===== config.mk =====
export PLATFORM = sky130hd
export DESIGN_NAME = bitslice_stripe_dist
export DESIGN_NICKNAME = d
export VERILOG_FILES = /design/src/rtl/stripe_pkg.sv /design/src/rtl/stripe_slicer.sv /design/src/rtl/stripe_sat_counter.sv /design/src/rtl/stripe_flow_gate.sv /design/src/rtl/bitslice_stripe_dist.sv
export SDC_FILE = /design/constraint.sdc
export NUM_CORES = 1
export LEC_CHECK = 0
export BUFFER_PORTS_ARGS = -buffer_cell sky130_fd_sc_hd__buf_2
export CORE_AREA = 2 2 147 149
export CTS_BUF_LIST = sky130_fd_sc_hd__clkbuf_4
export CTS_CLUSTER_SIZE = 24
export DETAILED_ROUTE_END_ITERATION = 6
export DIE_AREA = 0 0 149 151
export HOLD_SLACK_MARGIN = 0.15
export PLACE_DENSITY = 0.47
export SLEW_MARGIN = 20
export SYNTH_ARGS = -nofsm -noshare
export SYNTH_HDL_FRONTEND = slang
export SYNTH_SLANG_ARGS = --single-unit

===== constraint.sdc =====
create_clock -name clk -period 3.25 [get_ports clk]
set_input_delay 0.4875 -clock clk [delete_from_list [all_inputs] [get_ports clk]]
set_output_delay 0.4875 -clock clk [all_outputs]
set_load 0.03 [all_outputs]

===== src/rtl/stripe_pkg.sv =====
package stripe_pkg;
   localparam int unsigned MAX_LANES = 32;

   typedef enum logic {
      GATE_PAUSED = 1'b0,
      GATE_RUNNING = 1'b1
   } gate_state_e;
endpackage


===== src/rtl/stripe_slicer.sv =====
module stripe_slicer #(
   parameter int unsigned N_LANES = 8,
   parameter int unsigned LANE_W  = 20
) (
   input  logic                        clk,
   input  logic                        rst_n,
   input  logic                        in_valid,
   input  logic [N_LANES*LANE_W-1:0]   in_data,
   input  logic [N_LANES-1:0]          lane_ready,
   output logic                        in_ready,
   output logic                        take,
   output logic                        held,
   output logic [N_LANES-1:0]          lane_valid,
   output logic [N_LANES*LANE_W-1:0]   lane_data
);
   logic all_ready;

   assign all_ready = &lane_ready;
   assign in_ready  = all_ready;
   assign take      = in_valid & all_ready;
   assign held      = in_valid & ~all_ready;

   for (genvar k = 0; k < N_LANES; k++) begin : g_lane
      assign lane_valid[k] = take;
      assign lane_data[k*LANE_W +: LANE_W] = in_data[k*LANE_W +: LANE_W];

      AST_LANE_NEEDS_OWN_READY: assert property (@(posedge clk) disable iff (!rst_n)
         lane_valid[k] |-> lane_ready[k]);
   end

   AST_NO_PARTIAL_ISSUE: assert property (@(posedge clk) disable iff (!rst_n)
      (lane_valid == '0) || (lane_valid == '1));

   AST_TAKE_HELD_EXCLUSIVE: assert property (@(posedge clk) disable iff (!rst_n)
      !(take && held));
endmodule


===== src/rtl/stripe_sat_counter.sv =====
module stripe_sat_counter #(
   parameter int unsigned CNT_W    = 16,
   parameter bit          SATURATE = 1'b1
) (
   input  logic             clk,
   input  logic             rst_n,
   input  logic             inc,
   output logic [CNT_W-1:0] count
);
   localparam logic [CNT_W-1:0] TOP = '1;
   logic [CNT_W-1:0] cnt_q;

   if (SATURATE) begin : g_sat
      always_ff @(posedge clk) begin
         if (!rst_n)                  cnt_q <= '0;
         else if (inc && cnt_q != TOP) cnt_q <= cnt_q + 1'b1;
      end
   end else begin : g_wrap
      always_ff @(posedge clk) begin
         if (!rst_n)   cnt_q <= '0;
         else if (inc) cnt_q <= cnt_q + 1'b1;
      end
   end

   assign count = cnt_q;

   AST_COUNT_UNIT_STEP: assert property (@(posedge clk) disable iff (!rst_n)
      (cnt_q != $past(cnt_q)) |-> (cnt_q == $past(cnt_q) + 1'b1) || (!SATURATE && cnt_q == '0));

   AST_COUNT_ONLY_ON_INC: assert property (@(posedge clk) disable iff (!rst_n)
      !inc |=> $stable(cnt_q));
endmodule


===== src/rtl/stripe_flow_gate.sv =====
module stripe_flow_gate
   import stripe_pkg::*;
#(
   parameter int unsigned LVL_W   = 10,
   parameter int unsigned HI_MARK = 768,
   parameter int unsigned LO_MARK = 256
) (
   input  logic             clk,
   input  logic             rst_n,
   input  logic [LVL_W-1:0] buf_level,
   output logic             src_enable
);
   localparam logic [LVL_W-1:0] HI = LVL_W'(HI_MARK);
   localparam logic [LVL_W-1:0] LO = LVL_W'(LO_MARK);

   gate_state_e state_q;

   always_ff @(posedge clk) begin
      if (!rst_n) begin
         state_q <= GATE_RUNNING;
      end else if (buf_level >= HI) begin
         state_q <= GATE_PAUSED;
      end else if (buf_level <= LO) begin
         state_q <= GATE_RUNNING;
      end
   end

   assign src_enable = (state_q == GATE_RUNNING);

   AST_EN_FALL_AT_HIGH: assert property (@(posedge clk) disable iff (!rst_n)
      $fell(src_enable) |-> ($past(buf_level) >= HI));

   AST_EN_RISE_AT_LOW: assert property (@(posedge clk) disable iff (!rst_n)
      $rose(src_enable) |-> ($past(buf_level) <= LO));

   AST_EN_OFF_ABOVE_HIGH: assert property (@(posedge clk) disable iff (!rst_n)
      (buf_level >= HI) |=> !src_enable);
endmodule


===== src/rtl/bitslice_stripe_dist.sv =====
module bitslice_stripe_dist
   import stripe_pkg::*;
#(
   parameter int unsigned N_LANES = 8,
   parameter int unsigned LANE_W  = 20,
   parameter int unsigned DATA_W  = 160,
   parameter int unsigned LVL_W   = 10,
   parameter int unsigned HI_MARK = 768,
   parameter int unsigned LO_MARK = 256,
   parameter int unsigned CNT_W   = 16
) (
   input  logic                        clk,
   input  logic                        rst_n,
   input  logic                        in_valid,
   input  logic [N_LANES*LANE_W-1:0]   in_data,
   output logic                        in_ready,
   output logic [N_LANES-1:0]          lane_valid,
   output logic [N_LANES*LANE_W-1:0]   lane_data,
   input  logic [N_LANES-1:0]          lane_ready,
   input  logic [LVL_W-1:0]            buf_level,
   output logic                        src_enable,
   output logic [CNT_W-1:0]            acc_count,
   output logic [CNT_W-1:0]            stall_count
);
   localparam int unsigned LVL_MAX = (1 << LVL_W) - 1;

   if (DATA_W != N_LANES * LANE_W) begin : g_bad_width
      $error("word width must equal lane count times lane width");
   end
   if (N_LANES < 1 || N_LANES > MAX_LANES) begin : g_bad_lanes
      $error("lane count out of supported range");
   end
   if (LO_MARK >= HI_MARK || HI_MARK > LVL_MAX) begin : g_bad_marks
      $error("watermarks must satisfy low < high <= level range");
   end

   logic take;
   logic held;

   stripe_slicer #(.N_LANES(N_LANES), .LANE_W(LANE_W)) u_slicer (
      .clk        (clk),
      .rst_n      (rst_n),
      .in_valid   (in_valid),
      .in_data    (in_data),
      .lane_ready (lane_ready),
      .in_ready   (in_ready),
      .take       (take),
      .held       (held),
      .lane_valid (lane_valid),
      .lane_data  (lane_data)
   );

   stripe_flow_gate #(.LVL_W(LVL_W), .HI_MARK(HI_MARK), .LO_MARK(LO_MARK)) u_gate (
      .clk        (clk),
      .rst_n      (rst_n),
      .buf_level  (buf_level),
      .src_enable (src_enable)
   );

   stripe_sat_counter #(.CNT_W(CNT_W), .SATURATE(1'b1)) u_acc_cnt (
      .clk   (clk),
      .rst_n (rst_n),
      .inc   (take),
      .count (acc_count)
   );

   stripe_sat_counter #(.CNT_W(CNT_W), .SATURATE(1'b1)) u_stall_cnt (
      .clk   (clk),
      .rst_n (rst_n),
      .inc   (held),
      .count (stall_count)
   );

   AST_ACCEPT_COUNTED: assert property (@(posedge clk) disable iff (!rst_n)
      (in_valid && in_ready) |=> (acc_count == $past(acc_count) + 1'b1) || (acc_count == '1));

   AST_ACCEPT_IGNORES_GATE: assert property (@(posedge clk) disable iff (!rst_n)
      (in_valid && &lane_ready) |-> (lane_valid == '1));

   AST_STALL_COUNTED: assert property (@(posedge clk) disable iff (!rst_n)
      (in_valid && !in_ready) |=> (stall_count == $past(stall_count) + 1'b1) || (stall_count == '1));
endmodule


==> results.sh <==
export IMPL_grt_pass1_vias=1928
export IMPL_finalSetupTns_ns=0
export IMPL_dpl_hpwl_um=6771
export IMPL_antenna_diode_count=0
export IMPL_slew_headroom=0.4173
export IMPL_synth_area_leader_cell="buf_4"
export IMPL_finalPower_mw=0.6973
export IMPL_synth_mux_area_frac=0.03289
export IMPL_peakVddDrop_mv=0.09862
export IMPL_gp_congestion=0.6885
export IMPL_ctsRootBufferMaster="clkbuf_4"
export IMPL_path_delay_family="simple AND/OR/NAND/NOR gates"
export IMPL_synth_compound_area_frac=0.09745
export IMPL_arrival_ns=2.32
export IMPL_rsz0062_at_grt="false"
export IMPL_numPortBuffers=62
export IMPL_max_clock_path_buffers=2
export IMPL_crit_slowest_cell="or3_1"
export IMPL_fin_crit_sh=0.6323
export IMPL_timing_rr_start="u_stall_cnt.count[0]"
export IMPL_syn_cell_area_mm2=0.003043
export IMPL_cts_buffers=5
export IMPL_synth_enable_flop_cells=0
export IMPL_worstMarginPinSlew_ns=0.8730
export IMPL_synth_xor_area_share=0
export IMPL_initial_utilization=0.1461
export IMPL_core_rowCount=53
export IMPL_end_kind="flop"
export IMPL_die_h_um=151
export IMPL_grt_overflow=0
export IMPL_synthAdderAreaFrac=0.008224
export IMPL_rr_worst_depth=5
export IMPL_cts_setup_buffers=0
export IMPL_cts_resized=0
export IMPL_wl_per_cell_um=15.68
export IMPL_vias=2099
export IMPL_cpPeakStageDelay_ns=0.49
export IMPL_drt_iter0_drc=118
export IMPL_hold_path_depth=3
export IMPL_regArea_um2=660.6
export IMPL_worst_setup_path_start_kind="flop"
export IMPL_cts_tree="built"
export IMPL_regToRegEndpoint="u_stall_cnt.count[14]"
export IMPL_yosys_area_share_simple=0.2060
export IMPL_via_per_inst=3.816
export IMPL_hold_viol=0
export IMPL_grt_max_degree=26
export IMPL_firstDrtPassIters=4
export IMPL_ys_warn_count=0
export IMPL_synthFlopType="dfxtp_1"
export IMPL_synth_top_family_by_area="buffers and inverters"
export IMPL_synth_top_area_share=0.4145
export IMPL_die_area_mm2=0.02250
export IMPL_synthMostInstantiatedCell="buf_4"
export IMPL_leakage_nw=0.8409
export IMPL_final_util=0.1192
export IMPL_worst_skew_pair_late_latency_ns=0.34
export IMPL_reg2reg_slack_ns=1.20
export IMPL_ys_top_cells_by_count="buf_4, dfxtp_1, a21oi_1, nand2_1, or4_1"
export IMPL_drc=0
export IMPL_cp_max_fo=7
export IMPL_critPathBufInv=0
export IMPL_clk_pin_slew_ns=0.11
export IMPL_clock_skew_ns=0.01525
export IMPL_routed_wl_um=8623
export IMPL_ys_seq_area_frac=0.2171
export IMPL_cts_max_level=2
export IMPL_crit_chain="ha_1 > nand4_1 > or3_1 > or4_1 > a21oi_1"
export IMPL_dpl_cell_area_mm2=0.002432
export IMPL_die_w_um=149
export IMPL_coreArea_mm2=0.02082
export IMPL_dr_wl_met2_um=3984
export IMPL_syn_inst=381
export IMPL_async_flop_share=0
export IMPL_grtUsageTotal=0.07082
export IMPL_worstSetupPathType="flop to flop"
export IMPL_yosys_register_bits=33
export IMPL_period_needed_ns=2.055
export IMPL_layout_drive_gt1_share=0.2873
export IMPL_io_pins=383
export IMPL_synth_nets=564
export IMPL_multiInputGateArea_mm2=0.001061
export IMPL_maxCapViolations=0
export IMPL_final_nets=458
export IMPL_required_ns=3.51
export IMPL_synth_cell_types=33
export IMPL_hold_buffers=0
export IMPL_ant_nets=0
export IMPL_finalInstanceArea_mm2=0.002481
export IMPL_timing_final_setup_violations=0
export IMPL_hp_start="buf_level[9]"
export IMPL_holdPathEnd="u_gate.src_enable"
export IMPL_antenna_found_initial=0
export IMPL_fillers=2435
export IMPL_status="completed"
export IMPL_finalMaxSlewViolations=0
export IMPL_wl_met3_um=1311
export IMPL_synth_area_per_cell_um2=7.987
export IMPL_grt_pass1_wl_um=11830
export IMPL_dr_max_layer_used="met4"
export IMPL_hp_class="input pin to flop"
export IMPL_area_delta_synth_final_pct=-18.46
export IMPL_cellPowerDensity_mw_per_mm2=281.0
export IMPL_clock_sinks=33
export IMPL_m1WireLength_um=2678
export IMPL_max_freq_mhz=486.7
export IMPL_netlist_top_cells_area="buf_4, dfxtp_1, or4_1"
[flip-flops by register name, indices dropped and copies added (netlist names)]
register	flops
u_gate.src_enable	1
u_acc_cnt.count	16
u_stall_cnt.count	16
[power by group]
| part | switching (mW) | internal [mW] | total (mW) |
|---|---|---|---|
| clock | 0.147 | 0.0870 | 0.234 |
| sequential | 0.00328 | 0.407 | 0.410 |
| combinational | 0.0332 | 0.0195 | 0.0527 |
[stage by stage]
stage,instances,hold WS [ns],setup slack [ns]
floorplan,381,0.5994,1.170
global placement,543,0.4821,1.148
detailed placement,543,0.4821,1.104
CTS,550,0.4097,1.201
global route,550,0.4084,1.024
finish,550,0.4296,1.195
[final cells by class]
class	count	area share
tap	275	0.1387
clock buffer	6	0.01815
inverter	5	0.007564
sequential	33	0.2663
multi-input combinational	163	0.4276
clock inverter	1	0.001513
timing repair buffer	67	0.1402
[worst max-delay path by stage]
stage,start,end,cells past startpoint
after CTS,u_stall_cnt.count[0],u_stall_cnt.count[4],6
after floorplan,u_stall_cnt.count[0],u_stall_cnt.count[12],6
after detailed placement,lane_ready[2],u_acc_cnt.count[13],5
after global placement,lane_ready[2],u_acc_cnt.count[11],5
final,u_stall_cnt.count[0],u_stall_cnt.count[14],5
after global routing,u_stall_cnt.count[0],u_stall_cnt.count[14],5
[cell usage in the layout, fill, tap and decap left out, types with 4 or more instances in the layout]
cell type,instances
or4_1,16
and4_1,5
or3_1,4
nand2_1,21
nand3_1,13
inv_1,5
buf_4,5
nand2b_1,11
o21ai_0,5
dfxtp_1,33
o31ai_1,15
clkbuf_4,6
buf_2,62
mux2i_1,10
a21oi_1,21
nor4_1,9
nand4_1,10
[worst min-delay path: cells and delay by family]
kind,cells,cell delay (ns)
AO/OA/AOI/OAI,1,0.10
buffers and inverters,1,0.11
AND/OR/NAND/NOR,1,0.05
[logic make-up (layout without fill, tap and decap cells)]
family,Yosys count,in the layout
fa+ha+maj,2,2
buf+inv,185,79
simple gates,103,103
mux,10,10
flops,33,33
compound gates,48,48
[layer usage]
layer	vias to the layer above	GRT usage
li1	955	-
met1	929	0.06233
met2	144	0.1145
met3	71	0.04699
met4	0	0.05524
met5	-	0
(Power assumes the default switching activity.)
